--- src/rtl/mcyc_timer_pkg.sv ---
package mcyc_timer_pkg;

   typedef enum logic [1:0] {
      CM_W13     = 2'b00,
      CM_W16     = 2'b01,
      CM_RELOAD8 = 2'b10,
      CM_HOLD    = 2'b11
   } cnt_mode_e;

   localparam int SEL_BIT = 2;

endpackage

--- src/rtl/mcyc_strobe_gen.sv ---
module mcyc_strobe_gen #(
   parameter int DIV = 6
) (
   input  logic clk,
   input  logic rst,
   output logic tick
);
   localparam int CW = (DIV > 1) ? $clog2(DIV) : 1;
   localparam logic [CW-1:0] LAST = CW'(DIV - 1);

   logic [CW-1:0] div_cnt;

   if (DIV < 2) begin : g_bad_div
      $error("mcyc_strobe_gen: DIV must be at least 2");
   end

   assign tick = (div_cnt == LAST);

   always_ff @(posedge clk) begin
      if (rst)
         div_cnt <= '0;
      else if (tick)
         div_cnt <= '0;
      else
         div_cnt <= div_cnt + 1'b1;
   end
endmodule

--- src/rtl/pin_fall_sampler.sv ---
module pin_fall_sampler #(
   parameter int SYNC_STAGES = 2
) (
   input  logic clk,
   input  logic rst,
   input  logic pin,
   input  logic tick,
   output logic fall
);
   logic [SYNC_STAGES-1:0] sync_q;
   logic                   samp_prev;
   logic                   samp_cur;

   if (SYNC_STAGES < 2) begin : g_bad_sync
      $error("pin_fall_sampler: SYNC_STAGES must be at least 2");
   end

   always_ff @(posedge clk) begin
      if (rst)
         sync_q[0] <= 1'b0;
      else
         sync_q[0] <= pin;
   end

   for (genvar i = 1; i < SYNC_STAGES; i++) begin : g_sync
      always_ff @(posedge clk) begin
         if (rst)
            sync_q[i] <= 1'b0;
         else
            sync_q[i] <= sync_q[i-1];
      end
   end

   always_ff @(posedge clk) begin
      if (rst) begin
         samp_prev <= 1'b0;
         samp_cur  <= 1'b0;
      end else if (tick) begin
         samp_prev <= samp_cur;
         samp_cur  <= sync_q[SYNC_STAGES-1];
      end
   end

   assign fall = samp_prev & ~samp_cur;
endmodule

--- src/rtl/count_core.sv ---
module count_core
   import mcyc_timer_pkg::*;
#(
   parameter int HI_W  = 8,
   parameter int LO_W  = 8,
   parameter int PRE_W = 5
) (
   input  logic            clk,
   input  logic            rst,
   input  logic            inc,
   input  cnt_mode_e       mode,
   input  logic            ld_hi_en,
   input  logic [HI_W-1:0] ld_hi_val,
   input  logic            ld_lo_en,
   input  logic [LO_W-1:0] ld_lo_val,
   output logic [HI_W-1:0] hi_q,
   output logic [LO_W-1:0] lo_q,
   output logic            wrap
);
   if (PRE_W < 1 || PRE_W > LO_W) begin : g_bad_pre
      $error("count_core: PRE_W must lie in 1..LO_W");
   end
   if (HI_W != LO_W) begin : g_bad_reload
      $error("count_core: reload mode needs HI_W == LO_W");
   end

   logic [HI_W-1:0] hi_n;
   logic [LO_W-1:0] lo_n;

   always_comb begin
      hi_n = hi_q;
      lo_n = lo_q;
      wrap = 1'b0;
      if (ld_hi_en || ld_lo_en) begin
         if (ld_hi_en) hi_n = ld_hi_val;
         if (ld_lo_en) lo_n = ld_lo_val;
      end else if (inc) begin
         case (mode)
            CM_W13: begin
               if (&lo_q[PRE_W-1:0]) begin
                  lo_n[PRE_W-1:0] = '0;
                  hi_n            = hi_q + 1'b1;
                  wrap            = &hi_q;
               end else begin
                  lo_n[PRE_W-1:0] = lo_q[PRE_W-1:0] + 1'b1;
               end
            end
            CM_W16: begin
               {hi_n, lo_n} = {hi_q, lo_q} + 1'b1;
               wrap         = &{hi_q, lo_q};
            end
            CM_RELOAD8: begin
               if (&lo_q) begin
                  lo_n = hi_q;
                  wrap = 1'b1;
               end else begin
                  lo_n = lo_q + 1'b1;
               end
            end
            default: ;
         endcase
      end
   end

   always_ff @(posedge clk) begin
      if (rst) begin
         hi_q <= '0;
         lo_q <= '0;
      end else begin
         hi_q <= hi_n;
         lo_q <= lo_n;
      end
   end
endmodule

--- src/rtl/mcyc_timer.sv ---
module mcyc_timer
   import mcyc_timer_pkg::*;
#(
   parameter int CYCLE_DIV   = 6,
   parameter int SYNC_STAGES = 2,
   parameter int HI_W        = 8,
   parameter int LO_W        = 8,
   parameter int PRE_W       = 5
) (
   input  logic                 clk,
   input  logic                 rst,
   input  logic                 run_en,
   input  logic                 cnt_pin,
   input  logic [7:0]           mode_byte,
   input  logic                 ld_hi_en,
   input  logic [HI_W-1:0]      ld_hi_val,
   input  logic                 ld_lo_en,
   input  logic [LO_W-1:0]      ld_lo_val,
   input  logic                 ovf_clr,
   output logic [HI_W+LO_W-1:0] count_q,
   output logic                 ovf_flag,
   output logic                 tick
);
   logic            fall;
   logic            inc;
   logic            wrap;
   logic            sel_counter;
   logic            mode_unused;
   cnt_mode_e       mode;
   logic [HI_W-1:0] hi_q;
   logic [LO_W-1:0] lo_q;

   assign sel_counter = mode_byte[SEL_BIT];
   assign mode        = cnt_mode_e'(mode_byte[1:0]);
   assign mode_unused = ^mode_byte[7:3];

   mcyc_strobe_gen #(.DIV(CYCLE_DIV)) u_strobe (
      .clk  (clk),
      .rst  (rst),
      .tick (tick)
   );

   pin_fall_sampler #(.SYNC_STAGES(SYNC_STAGES)) u_sampler (
      .clk  (clk),
      .rst  (rst),
      .pin  (cnt_pin),
      .tick (tick),
      .fall (fall)
   );

   assign inc = run_en && tick && (sel_counter ? fall : 1'b1);

   count_core #(.HI_W(HI_W), .LO_W(LO_W), .PRE_W(PRE_W)) u_core (
      .clk       (clk),
      .rst       (rst),
      .inc       (inc),
      .mode      (mode),
      .ld_hi_en  (ld_hi_en),
      .ld_hi_val (ld_hi_val),
      .ld_lo_en  (ld_lo_en),
      .ld_lo_val (ld_lo_val),
      .hi_q      (hi_q),
      .lo_q      (lo_q),
      .wrap      (wrap)
   );

   assign count_q = {hi_q, lo_q};

   always_ff @(posedge clk) begin
      if (rst)
         ovf_flag <= 1'b0;
      else if (wrap)
         ovf_flag <= 1'b1;
      else if (ovf_clr)
         ovf_flag <= 1'b0;
   end
endmodule

--- config.mk ---
export PLATFORM = sky130hd
export DESIGN_NAME = mcyc_timer
export DESIGN_NICKNAME = d
export VERILOG_FILES = /design/src/rtl/mcyc_timer_pkg.sv /design/src/rtl/mcyc_strobe_gen.sv /design/src/rtl/pin_fall_sampler.sv /design/src/rtl/count_core.sv /design/src/rtl/mcyc_timer.sv
export SDC_FILE = /design/constraint.sdc
export NUM_CORES = 1
export LEC_CHECK = 0
export BUFFER_PORTS_ARGS = -buffer_cell sky130_fd_sc_hd__buf_4
export CORE_UTILIZATION = 54
export CTS_BUF_LIST = sky130_fd_sc_hd__clkbuf_2 sky130_fd_sc_hd__clkbuf_4 sky130_fd_sc_hd__clkbuf_8
export DETAILED_ROUTE_END_ITERATION = 8
export PLACE_DENSITY = 0.82
export SLEW_MARGIN = 20
export SYNTH_ARGS = -nofsm -noshare
export SYNTH_HDL_FRONTEND = slang
export SYNTH_SLANG_ARGS = --single-unit
export TNS_END_PERCENT = 1
--- constraint.sdc ---
create_clock -name clk -period 2.6 [get_ports clk]
set_clock_uncertainty 0.05 [all_clocks]
set_input_delay 0.26 -clock clk [delete_from_list [all_inputs] [get_ports clk]]
set_output_delay 0.26 -clock clk [all_outputs]
set_load 0.05 [all_outputs]
==> reports/results.tsv <==
stage	metric	value	unit
status	status	finished, final reports clean	
cells_and_area	Fillers	290	
synthesis	Synth area leader	dfxtp_1	
synthesis	main combinational cell family by area after synthesis	compound AO/OA/AOI/OAI gates	
clock_tree	worst skew pair latency	320	ps
placed_design	Port Buffer Count	43	
drt	1st-iter DRT viols	142	
synthesis	top-area cell type share of the netlist area	0.274	
synthesis	Mapped Area	1760	sq um
grt	Remaining Overflow, GRT	0	
grt	met2 Use GR	0.468	
sta	TNS Setup	0	ps
clock_tree	Inserted Clock Buffers	3	
cells_and_area	Multi-input gate area	1120	sq um
pwr	pwr dens	410	nW/um^2
synthesis	synthesized area per cell	7.63	sq um
pwr	Clock Power Share	0.190	
critical_path	R2R depth	9	
synthesis	most frequent cell after synthesis	a21oi_1	
sta	Slew Viols, Final	0	
synthesis	post-synthesis sequential area ratio	0.274	
sta	Hold Vio Cnt, Final	0	
cells_and_area	Reg area	480	sq um
placed_design	Placer Congestion	0.873	
critical_path	FF-to-FF setup slack	400	ps
clock_tree	Clock Tree Root	clkbuf_4	
synthesis	Post-Synth Simple-Gate Area	0.252	
synthesis	Syn Inst Count	230	
clock_tree	postcts setup bufs	0	
sta	Tmin final	2200	ps
critical_path	reg2reg start	u_core.lo_q[0]	
grt	largest net degree at the start of global routing	24	
grt	met1 GRT Util	0.366	
synthesis	adder-cell share of the synthesized area	0.0641	
critical_path	crit path capture	u_core.hi_q[0]	
critical_path	CP Cell Sequence	ha_1 > inv_1 > nor3_1 > ha_1 > mux2i_1 > nor2_1 > a21o_2 > a31oi_1 > a311oi_1	
sta	fin crit share	0.846	
synthesis	top_reg_cell synth	dfxtp_1	
synthesis	async set-reset flop share out of synthesis	0	
sta	Setup-failing EPs final	0	
synthesis	Post-Synth XOR/XNOR Area	0.00998	
pwr	internal power	553	uW
cells_and_area	layout cells sized above 1	0.211	
grt	initial antenna violation count	0	
placed_design	HPWL reported at the end of detailed placement	3380	microns
clock_tree	H-Tree Depth	1	
flow_run	# Max-Cap Violations	0	
critical_path	Worst Path Required	2790	ps
drt	ANT nets after route	0	
floorplanning	Die W	59.0	microns
floorplanning	Cell Rows	20	
clock_tree	CTS max path bufs	2	
floorplanning	die area	3480	sq um
cells_and_area	# diodes	0	
synthesis	Mapped Nets	270	
drt	WL/cell	14.4	microns
grt	vias in the first global route	1605	
critical_path	Critical Path AT	2390	ps
worst_hold_path	HP Class	in2reg	
critical_path	Max stage delay cell, worst path	dfxtp_1	
pwr	leakage	0.000855	uW
sta	Achievable Freq	455	MHz
critical_path	element type at the critical path start	flip-flop	
pwr	sequential power share	0.492	
grt	first-pass GRT wire length	7360	microns
grt	Total GRT Usage	0.276	
synthesis	number of flops mapped to enable cells by yosys	0	
clock_tree	Worst-path clk slew	130	ps
pwr	Switch Pwr	311	uW
synthesis	Synth cell types	54	
synthesis	number of synthesized register bits	24	
cells_and_area	Synth-to-Final Area Change	20.1	%
drt	Residual DRC	0	
sta	Worst Tran Pin Value	604	ps
synthesis	Commonest cells post-synth	25 x a21oi_1, 24 x dfxtp_1, 20 x nand2_1	
clock_tree	CTS Sinks	24	
critical_path	CP Max Fanout	10	
critical_path	family with the most delay on the worst path	compound AO/OA/AOI/OAI gates	
drt	drt via density	6.09	
floorplanning	core box area	3080	sq um
critical_path	Buf+Inv Stages, Crit Path	1	
critical_path	Critical Path End Type	flip-flop	
critical_path	Crit Reg-Reg Endpoint	u_core.hi_q[0]	
placed_design	placement-stage worst setup slack	459	ps
synthesis	complex-gate fraction of the synthesized area	0.301	
critical_path	Setup CP Type	reg2reg	
grt	met3 Use GR	0.0284	
pwr	total power	864	uW
floorplanning	die height	59.0	microns
grt	Most Crowded Layer GR	met2	
clock_tree	TritonCTS clock tree	done	
drt	final WL	4520	microns
pwr	Logic pwr share	0.318	
pwr	Sw Ratio	0.360	
cells_and_area	# nets final	312	
pwr	peak supply drop	0.190	mV
critical_path	Worst path max stage delay	350	ps
synthesis	multiplexer area fraction after synthesis	0.0114	
drt	TritonRoute pass-1 iters	4	
critical_path	Critical path origin	u_core.lo_q[0]	
sta	RSZ-0062 raised after global routing	no	
drt	via count	1911	
sta	Slew HR	0.593	
floorplanning	initial core utilization	0.570	
sta	setup ws final	401	ps
critical_path	most used cell, CP	ha_1	
clock_tree	cts hold-fix bufs	0	
clock_tree	Gates resized, CTS repair	0	
critical_path	CP Depth	9	
synthesis	yosys warns	0	
floorplanning	io pins	49	
synthesis	Area contributors post-synth	dfxtp_1 27%, a21oi_1 7.1%, ha_1 6.4%, nand2_1 4.3%, nand3_1 4.0%	
[power groups by stage]
stage,Clock [uW],Sequential [uW],Combinational (uW)
6_report,165,425,275
5_1_grt,182,430,297
4_1_cts,172,425,274
3_5_place_dp,0,433,272
3_3_place_gp,0,431,269
2_1_floorplan,0,487,127
[worst reg2reg max path, delay by kind of cell, from the launching register on]
| family | cells | cell delay (ps) |
|---|---|---|
| AOI/OAI and AO/OA | 3 | 620 |
| adders and majority gates | 2 | 560 |
| buffers and inverters | 1 | 130 |
| DFF | 1 | 350 |
| muxes | 1 | 110 |
| and+or+nand+nor | 2 | 310 |
[state kept, by name, summed over array words and instances, names as in the netlist]
register,cells
u_sampler.sync_q,2
u_core.lo_q,8
u_sampler.samp_cur,1
u_sampler.samp_prev,1
u_core.hi_q,8
ovf_flag,1
u_strobe.div_cnt,3
[placed cells by master (no fill, tap or decap), types with 2 or more instances in the layout]
cell type,n
nor3_1,10
a22o_1,3
nand3_1,14
a221oi_1,4
ha_1,9
buf_4,48
o32ai_1,2
clkbuf_4,3
o31ai_1,3
a22oi_1,2
nand4_1,5
o221ai_1,2
and3_1,3
a31oi_1,3
o22ai_1,2
nor2_1,13
nand2_1,20
nor4_1,4
a32oi_1,3
a21oi_1,25
dfxtp_1,24
mux2i_1,2
inv_1,17
nor2b_1,2
nand2b_1,6
or2_2,2
xnor2_1,2
o21ai_0,12
a21boi_0,2
[routing by layer]
metal,wire (microns),vias up
met5,0,-
met4,76,0
met3,361,6
met2,2060,97
met1,2020,865
li1,-,943
[final cells by class]
class	count	area share
Tap cell	44	0.0261
Timing Repair Buffer	48	0.171
Multi-Input combinational cell	177	0.532
Clock buffer	3	0.0107
Inverter	18	0.0320
Sequential cell	24	0.228
[cells by family (layout without fill, tap and decap cells)]
family	count (synthesis)	count (layout)
AOI/OAI and AO/OA	78	78
and+or+nand+nor	86	86
DFF	24	24
xor gates and xnor gates	2	2
buffers and inverters	29	69
adders and majority gates	9	9
muxes	2	2
[worst min path at each step]
stage | from | to | cells past startpoint | slack [ps]
6_report | cnt_pin | u_sampler.sync_q[0] | 2 | 100
5_1_grt | ovf_clr | ovf_flag | 3 | 150
4_1_cts | cnt_pin | u_sampler.sync_q[0] | 2 | 90
3_5_place_dp | u_sampler.sync_q[1] | u_sampler.samp_cur | 2 | 380
3_3_place_gp | u_sampler.sync_q[1] | u_sampler.samp_cur | 2 | 370
2_1_floorplan | rst | u_sampler.sync_q[0] | 1 | 280
[metrics by stage]
step / std cells / area (sq um) / hold WS [ps] / utilization
3_3_place_gp: 311 / 2090 / 372 / 0.678
6_report: 314 / 2110 / 101 / 0.685
2_1_floorplan: 230 / 1760 / 282 / -
3_5_place_dp: 311 / 2090 / 382 / 0.678
5_1_grt: 314 / 2110 / 146 / 0.685
4_1_cts: 314 / 2110 / 92.5 / 0.685
(Power assumes the default switching activity.)
